==> config.mk <==
export PLATFORM = sky130hd
export DESIGN_NAME = burst_addr_seq
export DESIGN_NICKNAME = d
export VERILOG_FILES = /design/src/rtl/burst_pkg.sv /design/src/rtl/burst_cmd_dec.sv /design/src/rtl/burst_step_cnt.sv /design/src/rtl/burst_order_map.sv /design/src/rtl/burst_addr_seq.sv
export SDC_FILE = /design/constraint.sdc
export NUM_CORES = 1
export LEC_CHECK = 0
export ABC_AREA = 1
export BUFFER_PORTS_ARGS = -buffer_cell sky130_fd_sc_hd__clkbuf_2
export CAP_MARGIN = 20
export CORE_AREA = 2 2 39 41
export CTS_BUF_LIST = sky130_fd_sc_hd__clkbuf_4
export DETAILED_ROUTE_END_ITERATION = 8
export DIE_AREA = 0 0 41 43
export GPL_ROUTABILITY_DRIVEN = 0
export PLACE_DENSITY = 0.58
export SYNTH_ARGS = -nofsm -noshare
export SYNTH_HDL_FRONTEND = slang
export SYNTH_HIERARCHICAL = 1
export SYNTH_SLANG_ARGS = --single-unit
export TNS_END_PERCENT = 30
==> constraint.sdc <==
create_clock -name clk -period 1.6 [get_ports clk]
set_clock_uncertainty 0.05 [all_clocks]
set_input_delay 0.08 -clock clk [delete_from_list [all_inputs] [get_ports clk]]
set_output_delay 0.08 -clock clk [all_outputs]
set_load 0.02 [all_outputs]
==> src/rtl/burst_pkg.sv <==
package burst_pkg;
  localparam int unsigned DEF_OFS_W = 2;

  typedef enum logic [1:0] {
    CMD_HOLD = 2'd0,
    CMD_LOAD = 2'd1,
    CMD_ADV  = 2'd2
  } burst_cmd_e;

  typedef enum logic {
    ORDER_LINEAR      = 1'b0,
    ORDER_INTERLEAVED = 1'b1
  } burst_order_e;
endpackage

==> src/rtl/burst_cmd_dec.sv <==
module burst_cmd_dec
  import burst_pkg::*;
(
  input  logic       clk_en_n,
  input  logic       adv_ld,
  output burst_cmd_e cmd
);
  always_comb begin
    if (clk_en_n)    cmd = CMD_HOLD;
    else if (adv_ld) cmd = CMD_ADV;
    else             cmd = CMD_LOAD;
  end
endmodule

==> src/rtl/burst_step_cnt.sv <==
module burst_step_cnt
  import burst_pkg::*;
#(
  parameter int unsigned OFS_W = DEF_OFS_W
) (
  input  logic             clk,
  input  logic             rst,
  input  burst_cmd_e       cmd,
  input  logic [OFS_W-1:0] ld_addr,
  output logic [OFS_W-1:0] base_nxt,
  output logic [OFS_W-1:0] cnt_nxt
);
  localparam logic [OFS_W-1:0] ONE = OFS_W'(1);

  logic [OFS_W-1:0] base_q;
  logic [OFS_W-1:0] cnt_q;

  always_comb begin
    base_nxt = base_q;
    cnt_nxt  = cnt_q;
    unique case (cmd)
      CMD_LOAD: begin
        base_nxt = ld_addr;
        cnt_nxt  = '0;
      end
      CMD_ADV:  cnt_nxt = cnt_q + ONE;
      default:  ;
    endcase
  end

  always_ff @(posedge clk) begin
    if (rst) begin
      base_q <= '0;
      cnt_q  <= '0;
    end else begin
      base_q <= base_nxt;
      cnt_q  <= cnt_nxt;
    end
  end

  assert_step_inc_R3: assert property (@(posedge clk) disable iff (rst)
    cmd == CMD_ADV |=> cnt_q == $past(cnt_q) + ONE);

  assert_load_clears_R8: assert property (@(posedge clk) disable iff (rst)
    cmd == CMD_LOAD |=> (cnt_q == '0) && (base_q == $past(ld_addr)));
endmodule

==> src/rtl/burst_order_map.sv <==
module burst_order_map
  import burst_pkg::*;
#(
  parameter int unsigned OFS_W = DEF_OFS_W
) (
  input  logic [OFS_W-1:0] base,
  input  logic [OFS_W-1:0] cnt,
  input  burst_order_e     order,
  output logic [OFS_W-1:0] ofs
);
  logic [OFS_W-1:0] lin_ofs;
  logic [OFS_W-1:0] ilv_ofs;

  assign lin_ofs = base + cnt;

  for (genvar b = 0; b < OFS_W; b++) begin : g_ilv
    assign ilv_ofs[b] = base[b] ^ cnt[b];
  end

  assign ofs = (order == ORDER_INTERLEAVED) ? ilv_ofs : lin_ofs;
endmodule

==> src/rtl/burst_addr_seq.sv <==
module burst_addr_seq
  import burst_pkg::*;
#(
  parameter int unsigned OFS_W = DEF_OFS_W
) (
  input  logic             clk,
  input  logic             rst,
  input  logic             clk_en_n,
  input  logic             adv_ld,
  input  logic [OFS_W-1:0] ld_addr,
  input  logic             order_sel,
  output logic [OFS_W-1:0] ofs
);
  burst_cmd_e       cmd;
  burst_order_e     order;
  logic [OFS_W-1:0] base_nxt;
  logic [OFS_W-1:0] cnt_nxt;
  logic [OFS_W-1:0] ofs_nxt;
  logic [OFS_W-1:0] ofs_q;

  assign order = burst_order_e'(order_sel);

  burst_cmd_dec u_dec (
    .clk_en_n (clk_en_n),
    .adv_ld   (adv_ld),
    .cmd      (cmd)
  );

  burst_step_cnt #(.OFS_W(OFS_W)) u_cnt (
    .clk      (clk),
    .rst      (rst),
    .cmd      (cmd),
    .ld_addr  (ld_addr),
    .base_nxt (base_nxt),
    .cnt_nxt  (cnt_nxt)
  );

  burst_order_map #(.OFS_W(OFS_W)) u_map (
    .base  (base_nxt),
    .cnt   (cnt_nxt),
    .order (order),
    .ofs   (ofs_nxt)
  );

  always_ff @(posedge clk) begin
    if (rst)                 ofs_q <= '0;
    else if (cmd != CMD_HOLD) ofs_q <= ofs_nxt;
  end

  assign ofs = ofs_q;

  assert_reset_zero_R1: assert property (@(posedge clk)
    rst |=> ofs == '0);

  assert_load_start_R2: assert property (@(posedge clk) disable iff (rst)
    (!clk_en_n && !adv_ld) |=> ofs == $past(ld_addr));

  assert_hold_stable_R7: assert property (@(posedge clk) disable iff (rst)
    clk_en_n |=> $stable(ofs));
endmodule

==> metrics list <==
- During placement, the flow inserted port buffers numbering 8.
* Final hold violations: 0
* Area Growth Syn to Fin: 32.2%
- The synthesized design contains 0 enable-type register cells.
- Clock-pin slew was measured on the worst setup and hold paths at 0.05 ns.
* Startpoint types: input pin
- The final layout contains 88 nets.
- For this block, the initial DRC count from the detailed router was 2.
- In this run, distinct cell masters in the synthesized netlist total 14.
- The tightest min-delay check is of the input pin to flip-flop type.
- Cell type with the largest total area after synthesis: sky130_fd_sc_hd__dfxtp_1
- GR met2 Demand/Resource: 16.6%
- Max Cap Viol: 0
- After synthesis the netlist holds a flip-flop and latch count of 6.
- The max-slew violation count was 0.
* Tightest Pin Transition: 0.239 ns
- The critical path crosses 14 cells after its start point.
* Synthesized instance count: 62
- Among all stages on the critical path, the largest delay is contributed by sky130_fd_sc_hd__ha_4.
- Critical Path AT: 1.56 ns
- Final clock period utilization by the worst path: 92.0%
- Source-to-sink clock delay at the later pin of the worst-skew pair: 0.25 ns
- In this run the number of H-tree levels came out at 1.
* Cell depth of the worst flop-to-flop path: 9
- Sequential fraction of the synthesis area: 30.3%
- Utilization of the core after routing: 37.9%
- After legalization and detailed placement, the total HPWL measured 582 um.
- Family with the most delay on the worst path: simple AND/OR/NAND/NOR gates
* Maximum number of pins on one net before global-route repair: 6
- Full die area: 0.00176 mm2
- In this run the worst setup path terminates at ofs[1].
* Critical path peak fanout: 3
- Clock tree synthesis selected as its root buffer the cell sky130_fd_sc_hd__clkbuf_4.
* Routing layer with the top usage in global route: met2
- Floorplan row count: 14
- Yosys top cell area share: 30.3%
- Tracing the worst setup path back leads to its startpoint at adv_ld.
- By instance count, the cell type seen most on the critical path is sky130_fd_sc_hd__nor2_1.
* Worst flop-to-flop path endpoint: ofs[1]
- Die Y-Extent: 43 um
* Area of the core: 0.00138 mm2
- Unrepaired setup endpoints after global routing: false
- FMAX: 679 MHz
- Setup violations, final: 0
- Worst R2R Setup Slack: 0.21 ns
- The cell area that synthesis handed to floorplanning was 397 um2.
- Post-layout minimum cycle time: 1.47 ns
* Register Area: 120 um2
- Share of final-layout standard cells stronger than drive strength 1: 34.2%
- Clock tree synthesis inserted a total of 3 buffers.
* Critical path required time: 1.69 ns
- Across all hold checks on the routed design, the worst slack comes to 0.0128 ns.
- TritonCTS built the clock tree.
* Count of pins on the block boundary: 9
- Post-CTS timing repair inserted 0 buffers for setup.
* Average vias per placed instance: 4.09
* Sum Neg Setup Slack: 0 ns
- CP Buf/Inv Count: 4
* Via count of the first global-routing pass: 352
* Antenna violations before repair: 0
* Endpoint class of the critical path: flip-flop
- Walking the worst path, the cells encountered are clkbuf_2 > nor2_2 > inv_1 > ha_4 > inv_2 > a21oi_1 > nor2_1 > ha_2 > nand2_1 > nand3_1 > nand2_1 > inv_1 > nor2_1 > nor2_1.
* Share of flip-flops with an asynchronous set or reset: 0%
- The clock drives 6 sinks.
- Main flop type after synthesis: sky130_fd_sc_hd__dfxtp_1
- Detailed-route DRC error count: 0
* Average cell area after synthesis: 6.40 um2
- The final layout contains routed wiring with a total length of 708 um.
* Classification of the worst setup path: input pin to flip-flop
- CTS Hold Bufs: 0
- On the worst path, the slowest cell contributes a delay of 0.26 ns.
- Most used standard cells in the synthesized netlist: 16 x sky130_fd_sc_hd__nand2_1, 14 x sky130_fd_sc_hd__inv_1, 7 x sky130_fd_sc_hd__nor2_1
- In the global route stage, met1 resource usage came out at 11.1%.
- In this run the horizontal extent of the chip is 41 um.
* Global Route met3 Usage: 1.57%
* Starting density of the core: 28.7%
* Congestion Overflow GR: 0
- Synth area leaders: sky130_fd_sc_hd__dfxtp_1 30%, sky130_fd_sc_hd__nand2_1 15%, sky130_fd_sc_hd__inv_1 13%
* Startpoint of the lowest-slack register-to-register path: u_cnt/cnt_q[0]
* Total area of multi-input combinational cells: 239 um2
- In this run the deepest clock path goes through 2 buffers.
- Number of inserted filler cells in the final layout: 162
- Dividing the detail-routed wire length by the instance count gives 7.70 um.
- Number of gates given a new drive strength after cts: 0
- The first global-routing pass estimated 1210 um of wire.
- Yosys instantiated no cell more often than sky130_fd_sc_hd__nand2_1.
* Overall global routing resource usage: 10.6%
- Headroom to the max-slew limit came out at 84.1%.
- Ant. Diodes: 0
- Syn Nets: 72
- Synthesis Warnings: 6
* Total vias in the final route: 376
- The flow ran to the end, and the final reports show no timing, DRC or antenna violations.
- The detail route stage leaves a number of antenna-violating nets equal to 0.
- Total power per unit cell area: 758 mW/mm2
- Summed over all cells, the static leakage comes to 0.286 nW.
* Worst supply voltage drop on vdd: 0.331 mV
* First-pass DRT Iterations: 3
how the worst min path moves through the flow:
| stage | from | to | slack (ns) | depth (start not counted) |
|---|---|---|---|---|
| after global placement | rst | u_cnt/cnt_q[1] | 0.28 | 2 |
| after detailed placement | rst | u_cnt/cnt_q[1] | 0.28 | 2 |
| after CTS | rst | u_cnt/cnt_q[1] | 0.008 | 2 |
| after global routing | rst | u_cnt/cnt_q[1] | 0.03 | 2 |
| final | rst | u_cnt/cnt_q[1] | 0.01 | 2 |
| after floorplan | rst | u_cnt/cnt_q[1] | 0.1 | 1 |
metal layers:
metal	wire length (um)	vias to the layer above
met5	0	-
met2	341	5
li1	-	209
met1	336	160
met3	11	2
met4	19	0
per-stage QoR:
step | cell area (um2) | total power [W] | worst slack [ns] | instances
2_1_floorplan | 399 | 0.000219 | 0.0323 | 62
3_3_place_gp | 482 | 0.000245 | -0.128 | 89
3_5_place_dp | 482 | 0.000248 | -0.152 | 89
4_1_cts | 504 | 0.000401 | 0.0987 | 92
5_1_grt | 524 | 0.000424 | 0.00701 | 92
6_report | 524 | 0.000397 | 0.128 | 92
sequential cells by signal, indices dropped and copies added, names as in the netlist:
signal,flops
ofs,2
u_cnt/base_q,2
u_cnt/cnt_q,2
cells in the final DEF (no fill, tap or decap), drive strengths merged:
cell	count
nand2	18
buf	3
nor3	1
ha	3
dfxtp	6
or2	1
clkbuf	11
nand3	4
a21oi	3
inv	16
nor2	10
cells by family (layout without fill, tap and decap cells):
family          Yosys count  after routing  synth area share, %
compound gates            3              3                 3.78
fa+ha+maj                 3              3                 9.46
buf+inv                  16             30                 15.1
flops                     6              6                 30.3
simple gates             34             34                 41.3
power by group:
part	leakage, nW	total, W	internal (W)	switching (W)
Clock	0.0138	0.000149	0.0000854	0.0000631
Sequential	0.0491	0.000162	0.000158	0.00000355
Combinational	0.223	0.0000872	0.0000366	0.0000506
final cells by class:
| type | count | area share [%] |
|---|---|---|
| Inverter | 16 | 11.5 |
| Tap cell | 16 | 3.82 |
| Sequential cell | 6 | 22.9 |
| Multi-Input combinational cell | 40 | 45.6 |
| Clock buffer | 3 | 4.30 |
| Timing Repair Buffer | 11 | 11.9 |
No activity file was read; power rests on OpenSTA's default activity.
